**config.mk**
```make
export PLATFORM = sky130hd
export DESIGN_NAME = blk4_cache
export DESIGN_NICKNAME = d
export VERILOG_FILES = /design/src/rtl/blk4_cache.sv
export SDC_FILE = /design/constraint.sdc
export NUM_CORES = 2
export LEC_CHECK = 0
export CAP_MARGIN = 0
export CORE_UTILIZATION = 35
export CTS_CLUSTER_DIAMETER = 80
export DETAILED_ROUTE_END_ITERATION = 10
export DONT_BUFFER_PORTS = 1
export PLACE_DENSITY = 0.55
export SLEW_MARGIN = 15
export SYNTH_ARGS = -nofsm -noshare
export SYNTH_HDL_FRONTEND = slang
export SYNTH_SLANG_ARGS = --single-unit
```
**constraint.sdc**
```tcl
create_clock -name clk -period 9.3 [get_ports clk]
set_clock_uncertainty 0.1 [all_clocks]
set_input_delay 0.93 -clock clk [delete_from_list [all_inputs] [get_ports clk]]
set_output_delay 0.93 -clock clk [all_outputs]
set_load 0.01 [all_outputs]
```
**src/rtl/blk4_cache.sv**
```systemverilog
module blk4_cache #(
  parameter int ADDR_W = 32,
  parameter int IDX_W  = 4
) (
  input  logic              clk,
  input  logic              rst_n,
  input  logic              cpu_req,
  input  logic              cpu_we,
  input  logic [ADDR_W-1:0] cpu_addr,
  input  logic [31:0]       cpu_wdata,
  output logic [31:0]       cpu_rdata,
  output logic              cpu_stall,
  output logic              mem_rd_req,
  output logic [ADDR_W-1:0] mem_rd_addr,
  input  logic              mem_rd_valid,
  input  logic [31:0]       mem_rd_data,
  output logic              mem_wr_req,
  output logic [ADDR_W-1:0] mem_wr_addr,
  output logic [31:0]       mem_wr_data
);
  localparam int LINES = 1 << IDX_W;
  localparam int TAG_W = ADDR_W - IDX_W - 4;
  localparam int BLK_W = ADDR_W - 4;

  logic [31:0]      words [0:LINES*4-1];
  logic [TAG_W-1:0] tags  [0:LINES-1];
  logic [LINES-1:0] vld;
  logic             filling;
  logic [1:0]       beat;
  logic [BLK_W-1:0] fill_blk;

  wire [IDX_W-1:0] idx      = cpu_addr[IDX_W+3:4];
  wire [TAG_W-1:0] tag      = cpu_addr[ADDR_W-1:IDX_W+4];
  wire [1:0]       wsel     = cpu_addr[3:2];
  wire [IDX_W-1:0] fill_idx = fill_blk[IDX_W-1:0];
  wire             hit      = cpu_req && !filling && vld[idx] && (tags[idx] == tag);
  wire             last     = filling && mem_rd_valid && (beat == 2'd3);

  assign cpu_stall   = cpu_req && !hit;
  assign cpu_rdata   = words[{idx, wsel}];
  assign mem_rd_req  = filling;
  assign mem_rd_addr = {fill_blk, 4'b0000};
  assign mem_wr_req  = hit && cpu_we;
  assign mem_wr_addr = cpu_addr;
  assign mem_wr_data = cpu_wdata;

  always_ff @(posedge clk) begin
    if (!rst_n) begin
      vld      <= '0;
      filling  <= 1'b0;
      beat     <= 2'd0;
      fill_blk <= '0;
    end else if (filling) begin
      if (mem_rd_valid) beat <= beat + 2'd1;
      if (last) begin
        filling       <= 1'b0;
        vld[fill_idx] <= 1'b1;
      end
    end else if (cpu_req && !hit) begin
      filling  <= 1'b1;
      beat     <= 2'd0;
      fill_blk <= cpu_addr[ADDR_W-1:4];
      vld[idx] <= 1'b0;
    end
  end

  always_ff @(posedge clk) begin
    if (filling && mem_rd_valid) begin
      words[{fill_idx, beat}] <= mem_rd_data;
      if (beat == 2'd3) tags[fill_idx] <= fill_blk[BLK_W-1:IDX_W];
    end else if (mem_wr_req) begin
      words[{idx, wsel}] <= cpu_wdata;
    end
  end
endmodule

```
==> reports/metrics.cfg <==
[clocking]
cts_resized=0
clk_pin_slew_ns=0.06
clockBufferDepth=4
post_cts_buffers=0
clkLatencyLatePin_ns=0.82
hold_buffers=0
htree_levels=5
clock-sinks=2479
numCtsBuffers=266
cts-root-buf=clkbuf_16
tritoncts=done

[placed_design]
gp_congestion=0.855
portBuffers=0
dp.cells=7856
place_hpwl_mm=165

[status]
violations=max-slew violations
status=finished with violations

[synth]
synth-seq-cells=2479
synth_top_family_by_area=multiplexers
synth_compound_area_frac=0.0243
syn_inst=4441
async_flop_share=0
syn_area_um2=96100
synth_fa_ha_area_frac=0.000130
synthFlopType=edfxtp_1
synth_warnings=0
synthSimpleGateAreaFrac=0.0223
yosysSeqAreaShare=0.769
synth.avg_cell_area_um2=21.6
synth-xor-area-share=0.00137
muxShareOfSynthArea=0.166
synth_edf_count=2432
synth_cell_types=63

[routing]
dr_wl_met3_mm=29.0
drt_iter0_markers=6384
ant_nets=0
routed_wl_mm=286
num_vias=47900
routedWlPerCell_um=34.3
first_pass_iters=6
wl_met1_mm=116
routed.top_layer=met5
drc=0
dr_wl_met2_mm=131
viasPerCell=5.76

[finish]
fillers=24100
multi_input_area_um2=21400
nets=4641
fin_cells=8322
syn2layout_area_growth_pct=13.5
layout-drive-gt1-share=0.268
register_area_um2=74000

[global_routing]
grt_overflow=0
grt_max_degree=520
grt_pass1_wl_mm=392
grt_pass1_vias=47000
track_usage=0.204
antenna_found_initial=26

[setup_path]
worstSetupPathType=in2out
required_ns=8.27
r2r_cells=11
worst_setup_path_start_kind=input port
critical_path_peak_fanout=178
worst_setup_path_end_kind=output pin
crit_arrival_ns=5.96

[die]
start_util=0.352
die_height_um=526
die_x_um=526
placementRows=192
core_area_um2=273000
io_pins=232
dieArea_um2=277000

[sta]
hold_viol_final=0
setup_viol=0
slew_headroom=-0.728
setup_tns_ns=0
fmax_mhz=143
min_period_ns=6.99
drv_slew=197
worst_pin_slew_ns=2.59
rsz0062_at_grt=no
finalCritPeriodShare=0.752

[worst_hold_path]
worstHoldPathType=in2reg
holdPathStages=2

[power]
p_leak_nw=33.8
p_per_area_nw_per_um2=215
ir_worst_vdd_v=0.000130

[flow_run]
max-cap-violations=0

==> report_power, final <==
part           internal (mW)  switching [mW]  total, mW
registers               12.3          0.0552       12.3
clock network           5.73            4.30       10.0
logic                  0.374           0.682       1.06
total                   18.4            5.03       23.4
==> per-stage QoR <==
stage / hold slack [ns] / util / setup WS (ns) / instance area (um2) / power [mW]
global route: 0.137 / 0.399 / 1.97 / 109000 / 24.0
floorplan: 0.368 / - / 2.26 / 96200 / 13.3
global placement: 0.404 / 0.369 / 2.46 / 101000 / 13.5
detailed placement: 0.411 / 0.369 / 2.32 / 101000 / 13.6
finish: 0.151 / 0.399 / 2.31 / 109000 / 23.4
CTS: 0.109 / 0.399 / 3.23 / 109000 / 23.5
==> kinds of logic after synthesis <==
logic type                 Yosys count
DFF                               2479
AOI/OAI and AO/OA                  340
xor gates and xnor gates            15
and+or+nand+nor                    474
adders and majority gates            1
other                                1
muxes                              811
buffers and inverters              320
==> per-layer routing <==
metal  vias up  track usage
met5         -            0
met4         2       0.0688
met3       441       0.0510
met2      2508        0.312
met1     26200        0.282
li1      18800            -
==> worst paths after layout <==
path	endpoint	start	slack [ns]
worst max-delay path	cpu_rdata[6]	cpu_addr[2]	2.31
worst min-delay path	fill_blk[16]$_SDFFE_PN0P_	cpu_addr[20]	0.15
worst min register to register	vld[10]$_SDFFE_PN0P_	vld[10]$_SDFFE_PN0P_	0.42
worst max register to register	words[22][24]$_DFFE_PP_	tags[6][23]$_DFFE_PP_	3.33
==> worst max-delay path, stage by stage <==
cell and delay (ns):
buf_16 0.50, buf_16 0.98, buf_16 0.64, mux4_2 0.63, mux4_2 0.57, mux2i_1 0.16
nor2_1 0.12, a21oi_1 0.48, nand3_1 0.55
==> Yosys cell counts (10+ instances only) <==
| cell type | n | area, um2 |
|---|---|---|
| mux2i_1 | 164 | 1640 |
| mux4_2 | 619 | 13900 |
| nor2_1 | 73 | 274 |
| buf_4 | 75 | 563 |
| buf_1 | 65 | 244 |
| dfxtp_1 | 47 | 941 |
| edfxtp_1 | 2432 | 73000 |
| nor3_1 | 59 | 295 |
| a221oi_1 | 13 | 114 |
| and3_1 | 10 | 62.6 |
| nor2b_1 | 11 | 68.8 |
| nand4_1 | 21 | 131 |
| o21ai_0 | 50 | 250 |
| a22o_1 | 11 | 96.3 |
| nand2_1 | 233 | 875 |
| clkbuf_1 | 133 | 499 |
| buf_2 | 26 | 130 |
| a21oi_1 | 54 | 270 |
| a22oi_1 | 129 | 968 |
| a31oi_1 | 10 | 62.6 |
| nand3_1 | 25 | 125 |
| o22ai_1 | 21 | 131 |
| mux2_2 | 22 | 248 |
==> state kept, by name, indices dropped and copies added, names as in the netlist <==
| register | count |
|---|---|
| words | 2048 |
| vld | 16 |
| fill_blk | 28 |
| mem_rd_req | 1 |
| beat | 2 |
| tags | 384 |
==> cell usage in the layout (no fill, tap or decap), types with 9 or more instances in the layout <==
cell type and count:
clkbuf_1 61, nor3_1 11, clkbuf_16 275, a22o_1 11, mux2i_1 163, a22oi_1 129, a21oi_1 47, nor3_2 48
bufinv_16 10, mux2_2 22, nor2b_1 10, nand2_4 16, dfxtp_1 47, mux4_2 619, nand2_1 202, buf_4 130
nor2_4 26, a221oi_1 13, nor2_1 44, clkinv_1 52, and3_1 10, xnor2_1 9, nand2_2 15, o22ai_1 21
a31oi_1 10, o21ai_0 43, nand3_1 25, clkinv_2 37, edfxtp_1 2432, nand4_1 21
==> cell type report <==
class                   instances  share of cell area
diodes                          7            0.000160
inverters                      10            0.000413
clock buffers                 340              0.0657
repair buffers                137              0.0106
flip-flops and latches       2479               0.678
multi-input cells            1645               0.196
clock inverters               115             0.00827
well taps                    3589              0.0411
No activity file was read; power rests on OpenSTA's default activity.
